<file path="src/rtl/dspr_pkg.sv">
package dspr_pkg;

   typedef enum logic [0:0] {ST_IDLE, ST_XFER} dspr_state_t;

   localparam logic [7:0] OP_IDENT = 8'h04;
   localparam logic [7:0] OP_STAT  = 8'h09;
   localparam logic [7:0] OP_PWR   = 8'h0A;

   function automatic logic is_read_op(input logic [7:0] op);
      case (op)
         8'h04, 8'h06, 8'h07, 8'h08, 8'h09, 8'h0A, 8'h0B, 8'h0C,
         8'h0D, 8'h0E, 8'h0F, 8'h2E, 8'h3E, 8'h45, 8'h52, 8'h54,
         8'h56, 8'h5F, 8'hA1, 8'hA8: return 1'b1;
         default:                    return 1'b0;
      endcase
   endfunction

   function automatic logic has_lead_dummy(input logic [7:0] op);
      return (op == OP_IDENT) || (op == OP_STAT);
   endfunction

   // system cycles per half period of the read clock, rounded up
   function automatic int unsigned half_period(input int unsigned sys_hz,
                                               input int unsigned link_hz,
                                               input int unsigned cap_hz);
      int unsigned rd_hz;
      rd_hz = ((link_hz / 2) < cap_hz) ? (link_hz / 2) : cap_hz;
      return (sys_hz + 2 * rd_hz - 1) / (2 * rd_hz);
   endfunction

endpackage

</file>
<file path="src/rtl/dspr_sck_tick.sv">
module dspr_sck_tick #(
   parameter int unsigned HALF = 13
) (
   input  logic clk,
   input  logic rst_n,
   input  logic en,
   output logic tick
);
   localparam int CW = (HALF > 1) ? $clog2(HALF) : 1;

   if (HALF < 1) begin : g_bad_half
      $error("dspr_sck_tick: HALF must be at least 1");
   end

   logic [CW-1:0] cnt;

   assign tick = en && (cnt == CW'(HALF - 1));

   always_ff @(posedge clk) begin
      if (!rst_n || !en) begin
         cnt <= '0;
      end else if (tick) begin
         cnt <= '0;
      end else begin
         cnt <= cnt + 1'b1;
      end
   end
endmodule

</file>
<file path="src/rtl/dspr_rx_align.sv">
module dspr_rx_align #(
   parameter int LEN_W = 4
) (
   input  logic             clk,
   input  logic             rst_n,
   input  logic             clear,
   input  logic             skip_first,
   input  logic [LEN_W-1:0] len,
   input  logic             sample,
   input  logic             din,
   output logic             vld,
   output logic [7:0]       dout,
   output logic             last
);
   logic             skip;
   logic [6:0]       sh;
   logic [2:0]       bcnt;
   logic [LEN_W-1:0] nb;
   logic [LEN_W-1:0] len_q;

   always_ff @(posedge clk) begin
      if (!rst_n) begin
         skip  <= 1'b0;
         sh    <= '0;
         bcnt  <= '0;
         nb    <= '0;
         len_q <= '0;
         vld   <= 1'b0;
         dout  <= '0;
         last  <= 1'b0;
      end else begin
         vld  <= 1'b0;
         last <= 1'b0;
         if (clear) begin
            skip  <= skip_first;
            bcnt  <= '0;
            nb    <= '0;
            len_q <= len;
         end else if (sample) begin
            if (skip) begin
               skip <= 1'b0;            // drop the leading dummy bit
            end else if (nb != len_q) begin
               sh   <= {sh[5:0], din};
               bcnt <= bcnt + 1'b1;
               if (bcnt == 3'd7) begin
                  vld  <= 1'b1;
                  dout <= {sh, din};
                  last <= (LEN_W'(nb + 1'b1) == len_q);
                  nb   <= nb + 1'b1;
               end
            end
         end
      end
   end
endmodule

</file>
<file path="src/rtl/dspr_pwr_judge.sv">
module dspr_pwr_judge (
   input  logic       clk,
   input  logic       rst_n,
   input  logic       start,
   input  logic       start_is_pwr,
   input  logic       vld,
   input  logic [7:0] byte_in,
   input  logic       last,
   output logic       on,
   output logic       on_vld
);
   localparam logic [7:0] CARE = 8'h7C;
   localparam logic [7:0] WANT = 8'h1C;

   logic       track;
   logic       first_seen;
   logic [7:0] cap;
   logic [7:0] cand;

   assign cand = first_seen ? cap : byte_in;

   always_ff @(posedge clk) begin
      if (!rst_n) begin
         track      <= 1'b0;
         first_seen <= 1'b0;
         cap        <= '0;
         on         <= 1'b0;
         on_vld     <= 1'b0;
      end else if (start) begin
         track      <= start_is_pwr;
         first_seen <= 1'b0;
      end else if (vld) begin
         if (!first_seen) begin
            cap        <= byte_in;
            first_seen <= 1'b1;
         end
         if (last && track) begin
            on     <= ((cand & CARE) == WANT);
            on_vld <= 1'b1;
         end
      end
   end
endmodule

</file>
<file path="src/rtl/dspr_read_engine.sv">
module dspr_read_engine
   import dspr_pkg::*;
#(
   parameter int unsigned SYS_HZ      = 50_000_000,
   parameter int unsigned LINK_MAX_HZ = 10_000_000,
   parameter int unsigned READ_CAP_HZ = 2_000_000,
   parameter int          LEN_W       = 4,
   parameter bit          DUMMY_FIX   = 1'b1
) (
   input  logic             clk,
   input  logic             rst_n,
   input  logic             req_valid,
   input  logic [7:0]       req_op,
   input  logic [LEN_W-1:0] req_len,
   output logic             busy,
   output logic             err,
   output logic             rd_valid,
   output logic [7:0]       rd_data,
   output logic             rd_last,
   output logic             panel_on,
   output logic             panel_on_valid,
   output logic             lcd_sck,
   output logic             lcd_cs_n,
   output logic             lcd_dc,
   output logic             lcd_mosi,
   input  logic             lcd_miso
);
   localparam int unsigned HALF   = half_period(SYS_HZ, LINK_MAX_HZ, READ_CAP_HZ);
   localparam int          EDGE_W = $clog2(8 * ((1 << LEN_W) + 1) + 1);

   if (LEN_W < 3) begin : g_bad_len
      $error("dspr_read_engine: LEN_W must allow counts of 3 and 4");
   end
   if (READ_CAP_HZ == 0 || LINK_MAX_HZ < 2) begin : g_bad_clk
      $error("dspr_read_engine: clock limits must be nonzero");
   end

   dspr_state_t       st;
   logic [7:0]        op_sh;
   logic [EDGE_W-1:0] edge_n;
   logic [EDGE_W-1:0] edge_total;
   logic              tick;
   logic              req_lead;
   logic              id_stat;
   logic              len_ok;
   logic              req_ok;
   logic              accept;
   logic [LEN_W:0]    req_nbytes;
   logic              sample;

   if (DUMMY_FIX) begin : g_fix
      assign req_lead = has_lead_dummy(req_op);
   end else begin : g_nofix
      assign req_lead = 1'b0;
   end

   assign id_stat    = has_lead_dummy(req_op);
   assign len_ok     = (req_len != '0) &&
                       (!id_stat || req_len == LEN_W'(3) || req_len == LEN_W'(4));
   assign req_ok     = is_read_op(req_op) && len_ok;
   assign accept     = (st == ST_IDLE) && req_valid && req_ok;
   assign req_nbytes = {1'b0, req_len} + {{LEN_W{1'b0}}, req_lead};
   assign sample     = tick && !lcd_sck && (edge_n >= EDGE_W'(8));
   assign busy       = (st == ST_XFER);

   dspr_sck_tick #(.HALF(HALF)) u_tick (
      .clk  (clk),
      .rst_n(rst_n),
      .en   (st == ST_XFER),
      .tick (tick)
   );

   always_ff @(posedge clk) begin
      if (!rst_n) begin
         st         <= ST_IDLE;
         op_sh      <= '0;
         edge_n     <= '0;
         edge_total <= '0;
         err        <= 1'b0;
         lcd_sck    <= 1'b0;
         lcd_cs_n   <= 1'b1;
         lcd_dc     <= 1'b1;
         lcd_mosi   <= 1'b0;
      end else begin
         err <= (st == ST_IDLE) && req_valid && !req_ok;
         case (st)
            ST_IDLE: begin
               if (accept) begin
                  st         <= ST_XFER;
                  lcd_cs_n   <= 1'b0;
                  lcd_dc     <= 1'b0;
                  lcd_mosi   <= req_op[7];
                  op_sh      <= req_op;
                  edge_n     <= '0;
                  edge_total <= EDGE_W'(8) + (EDGE_W'(req_nbytes) << 3);
               end
            end
            ST_XFER: begin
               if (tick) begin
                  if (!lcd_sck) begin
                     lcd_sck <= 1'b1;
                     edge_n  <= edge_n + 1'b1;
                  end else begin
                     lcd_sck <= 1'b0;
                     if (edge_n == edge_total) begin
                        st       <= ST_IDLE;
                        lcd_cs_n <= 1'b1;
                        lcd_dc   <= 1'b1;
                        lcd_mosi <= 1'b0;
                     end else begin
                        op_sh    <= {op_sh[6:0], 1'b0};
                        lcd_mosi <= op_sh[6];
                     end
                  end
               end
            end
            default: st <= ST_IDLE;
         endcase
      end
   end

   dspr_rx_align #(.LEN_W(LEN_W)) u_rx (
      .clk       (clk),
      .rst_n     (rst_n),
      .clear     (accept),
      .skip_first(req_lead),
      .len       (req_len),
      .sample    (sample),
      .din       (lcd_miso),
      .vld       (rd_valid),
      .dout      (rd_data),
      .last      (rd_last)
   );

   dspr_pwr_judge u_pwr (
      .clk         (clk),
      .rst_n       (rst_n),
      .start       (accept),
      .start_is_pwr(req_op == OP_PWR),
      .vld         (rd_valid),
      .byte_in     (rd_data),
      .last        (rd_last),
      .on          (panel_on),
      .on_vld      (panel_on_valid)
   );
endmodule

</file>
<file path="config.mk">
export PLATFORM = sky130hd
export DESIGN_NAME = dspr_read_engine
export DESIGN_NICKNAME = d
export VERILOG_FILES = /design/src/rtl/dspr_pkg.sv /design/src/rtl/dspr_sck_tick.sv /design/src/rtl/dspr_rx_align.sv /design/src/rtl/dspr_pwr_judge.sv /design/src/rtl/dspr_read_engine.sv
export SDC_FILE = /design/constraint.sdc
export NUM_CORES = 1
export LEC_CHECK = 0
export BUFFER_PORTS_ARGS = -buffer_cell sky130_fd_sc_hd__buf_2
export CAP_MARGIN = 20
export CORE_MARGIN = 2
export CORE_UTILIZATION = 45
export CTS_BUF_LIST = sky130_fd_sc_hd__clkbuf_4
export DETAILED_ROUTE_END_ITERATION = 8
export PLACE_DENSITY = 0.72
export SLEW_MARGIN = 10
export SYNTH_ARGS = -nofsm -noshare
export SYNTH_HDL_FRONTEND = slang
export SYNTH_HIERARCHICAL = 1
export SYNTH_SLANG_ARGS = --single-unit
</file>
<file path="constraint.sdc">
create_clock -name clk -period 4.1 [get_ports clk]
set_input_delay 0.82 -clock clk [delete_from_list [all_inputs] [get_ports clk]]
set_output_delay 0.82 -clock clk [all_outputs]
set_load 0.01 [all_outputs]
</file>
# == Word level (Yosys, flattened, before mapping) ==
# Index checks and enable logic that the tools add are counted.
# totals
in_bits,16
word_cells,140
reg_bits,72
# classes
n_mux,30
n_lt_le_gt_ge,1
addsub,6
reduce_logical,38
bitwise,8
n_eq_ne,34
# ops
op,n
$eq 8x4->1 const B,8
$eq 8x7->1 const B,5
$mux 7,5
$eq 8x3->1 const B,3
$mux 8,3
$reduce_or 20->1,1
$mux 1,17
$eq 8x6->1 const B,2
$eq 8x8->1 const B,2
$pmux 8 s2,1
$reduce_and 4->1,4
$reduce_and 3->1,5
$pmux 7 s2,1
$logic_and 1x1->1,9
$add 4x1->4 const B,2
$add 4x8->8 const A,1
$add 8x1->8 const B,1
$eq 8x8->1,1
$ge 8x4->1 const B,1
$ne 2x2->1 const B,4
$not 1->1,8
$pmux 1 s2,3
$reduce_and 2->1,3
$reduce_or 6->1,1
17 further kinds,26

# == Depth between registers and ports, before layout ==
# logic_depth
word_depth,10
mapped_depth,11

# == By module ==
# The synthesis kept the hierarchy.
# by_module_without_submodules
module,area_per_inst_um2,n_inst,cells_per_inst
dspr_read_engine,1639.1,1,196
dspr_rx_align,1201.2,1,117
dspr_pwr_judge,384.1,1,36
dspr_sck_tick,183.9,1,20

# == Worst setup path after synthesis ==
# OpenSTA, ideal clock, no wires.
# synth_timing
path_kind,input to register
from,in req_op[4]
to,reg u_rx.last
setup_time_ns,0.121
stages,11
slack_ns,0.422
n_path_buf,4
required_ns,3.979
t_arrival_ns,3.557
path_cell_list,buf_6 or4_4 or4b_1 o2111a_1 a2111o_1 buf_6 clkinv_4 clkbuf_1 and3b_1 buf_6 nor3b_2
# synth_between
elab_chain_len,9
word_cells_on_any_way,30
classes_between,20 x eq/ne; 1 x mux; 9 x reduce/logical
# synth_rtl
item,line_no,text
from (decl),dspr_read_engine.sv:13,"input logic [7:0] req_op,"
branches (longest 6 deep; another with $reduce_or 20->1),--,
$logic_and 1x1->1 (*),dspr_read_engine.sv:60,assign req_ok = is_read_op(req_op) && len_ok;
$logic_and 1x1->1 (*),dspr_read_engine.sv:61,assign accept = (st == ST_IDLE) && req_valid && req_ok;
net accept,dspr_read_engine.sv:47,logic accept;
$reduce_or 6->1 (no line) (*),--,
to (signal assigned),dspr_rx_align.sv:48,last <= (LEN_W'(nb + 1'b1) == len_q);
to (decl),dspr_rx_align.sv:13,output logic last
# Mark *: on every way through the listed nets, which the timed path passes.
# A chain may end at the register's enable or synchronous reset.

# == Worst setup path after layout ==
# Ends and elaborated chain as after synthesis.

==> results.yml <==
run_status:
  outcome: "completed"
clocking:
  cts-buffers-inserted: 9
  clockBufferDepth: 2
  cts_resized: 0
  postCtsHoldBufs: 0
  cts_tree: "built"
  postCtsSetupRepairBufs: 0
  clock_sinks: 67
  cts_root_buf: "clkbuf_4"
  clock_latency_ns: 0.43
  clk_pin_slew_ns: 0.11
  cts_max_level: 3
worst_setup_path:
  cpPeakStageDelay_ns: 0.54
  cp.depth: 8
  crit_path_end_kind: "register"
  worst_path_max_delay_cell: "or4_4"
  timing_worst_setup_path_type: "input pin to register"
  crit_fanout: 21
  critPathRequiredTime_ns: 4.42
  worstPathArrival_ns: 3.45
  start_kind: "input pin"
  path_buf_inv: 2
  r2r_cells: 10
  path_delay_family: "simple AND/OR/NAND/NOR gates"
  crit_chain: "buf_2 -> or4_4 -> or4b_1 -> o2111a_1 -> a2111o_1 -> clkinv_4 -> and3b_1 -> nor3b_2"
global_route:
  grt_overflow: 0
  gr-usage-met3_pct: 5.145
  grt.total_usage_pct: 16.90
  top_usage_layer: "met2"
  use_met1_pct: 21.80
  grt_pass1_vias: 2518
  antenna_found_initial: 1
  grt_util_met2_pct: 26.17
  grt_max_degree: 47
  grt_pass1_wl_mm: 11.47
finish:
  area_delta_synth_final_pct: 10.54
  mostFrequentLayoutCell: "dfxtp_1"
  final_util_pct: 51.66
  final_cell_mix: "dfxtp_1 (67), nand2_1 (37), buf_2 (33)"
  num-nets-final: 420
  instances_no_fill: 499
  final_layout_size_suffix_gt1_share_pct: 16.29
yosys:
  syn-num-nets: 395
  synth-edff-count: 0
  synth_xor_area_share_pct: 6.938
  synth_top_family_by_area: "simple AND/OR/NAND/NOR gates"
  synthAdderAreaFrac_pct: 3.671
  synth-async-reset-ratio_pct: 0
  yosysWarningCount: 6
  synthFlopType: "dfxtp_1"
  synthCells: 369
  synthSimpleGateAreaFrac_pct: 23.09
  synth_compound_area_share_pct: 13.62
  synth_cell_types: 63
  synth_top_area_cell: "dfxtp_1"
  synth_top_area_share_pct: 39.35
  ys_ff_latch: 67
  avgSynthCellArea_um2: 9.237
  synth.mux.area_fraction_pct: 8.517
  synth_area_um2: 3408
  ys_seq_area_share_pct: 39.35
  ys_top_cells_by_area: "dfxtp_1 (39%), mux2i_1 (8.5%), nand2_1 (4.1%), ha_1 (3.7%), xnor2_1 (3.6%)"
sta:
  fin_hold_ws_ns: 0.4712
  finalSetupTns_ns: 0
  final.setup.worst_slack_ns: 0.9766
  worst_slew_pin_slew_ns: 0.8512
  hold_violations: 0
  drv_slew: 0
  max_freq_ghz: 0.3202
  post-route-min-period_ns: 3.123
  slew_headroom_pct: 42.51
  setup_viol: 0
  rsz0062_at_grt: "no"
  skew_ns: 0.02412
  period_share_pct: 76.18
placed_design:
  dp_hpwl_mm: 4.731
  gp_congestion: 0.8141
  dp_slack_ns: 0.5359
  dp_cells: 482
  portBuffers: 33
floorplanning:
  num_rows: 31
  die-area_um2: 8286
  die_h_um: 91.03
  start_util_pct: 46.74
  core_um2: 7292
  pin_count: 34
  dieWidth_um: 91.03
routing:
  drc: 0
  detail_route.first_pass.iterations: 4
  wl_mm: 6.701
  drt_iter0_markers: 117
  viasPerCell: 5.447
  wl_per_cell_um: 13.43
  vias: 2718
  ant_nets: 0
power_and_ir_drop:
  ir_drop_mv: 0.1917
  p_per_area_nw_per_um2: 333.0
  power_leakage_nw: 1.410
job:
  maxCapViolations: 0
hold_path:
  hp-class: "register to register"
  holdPathStages: 2
[path summary, 6_finish.rpt]
path | from | to | slack (ns)
max | req_op[4] | u_rx/last | 0.98
min | edge_total[6] | edge_total[6] | 0.47
max reg2reg | u_tick/cnt[0] | u_rx/sh[2] | 1.09
min reg2reg | edge_total[6] | edge_total[6] | 0.47
[through the flow]
step           total power [mW]  area, um^2
2_1_floorplan            0.7332        3408
6_report                  1.255        3767
4_1_cts                   1.269        3765
3_3_place_gp             0.7563        3598
5_1_grt                   1.304        3765
3_5_place_dp             0.7570        3598
[synth_stat cells, types with 9 or more instances]
library cell / instances
a21oi_1: 19
nor2_1: 30
nor2b_1: 17
clkbuf_1: 14
dfxtp_1: 67
xor2_1: 13
nand3_1: 9
nand2_1: 37
ha_1: 10
mux2i_1: 29
xnor2_1: 14
inv_1: 11
[cells by family after synthesis]
logic type	count (synthesis)
simple gates	141
flops	67
compound gates	62
buf+inv	33
mux	29
xor+xnor	27
fa+ha+maj	10
[sequential cells by signal, indices dropped and copies added, names as in the netlist]
register,count
busy,1
edge_n,8
edge_total,5
err,1
lcd_dc,1
lcd_mosi,1
lcd_sck,1
op_sh,7
u_pwr/cap,5
u_pwr/first_seen,1
u_pwr/on,1
u_pwr/on_vld,1
u_pwr/track,1
u_rx/bcnt,3
u_rx/dout,8
u_rx/last,1
u_rx/len_q,4
u_rx/nb,4
u_rx/sh,7
u_rx/skip,1
u_rx/vld,1
u_tick/cnt,4
[tightest hold or removal path, stage by stage, from the launching register on]
cell and delay [ns]:
dfxtp_1 0.33, nand2_1 0.05, a21oi_1 0.05
[area by class of cell]
class	count	area [um^2]
flip-flops and latches	67	1341
clock inverters	7	98.84
repair buffers	35	180.2
diodes	1	2.502
multi-input cells	269	1903
fillers	747	3525
well taps	99	123.9
inverters	12	50.05
clock buffers	9	67.56
[power breakdown]
| group | switching [mW] | total, mW | internal [mW] |
|---|---|---|---|
| Clock | 0.259 | 0.511 | 0.253 |
| Sequential | 0.00327 | 0.660 | 0.656 |
| Combinational | 0.0517 | 0.0835 | 0.0318 |
| Total | 0.314 | 1.25 | 0.941 |
[metal layers]
layer / routed length (um) / share of wire (%)
met2: 3062 / 46
met4: 100 / 1.5
met3: 285 / 4.3
met1: 3251 / 49
met5: 0 / 0
(Power assumes the default switching activity.)
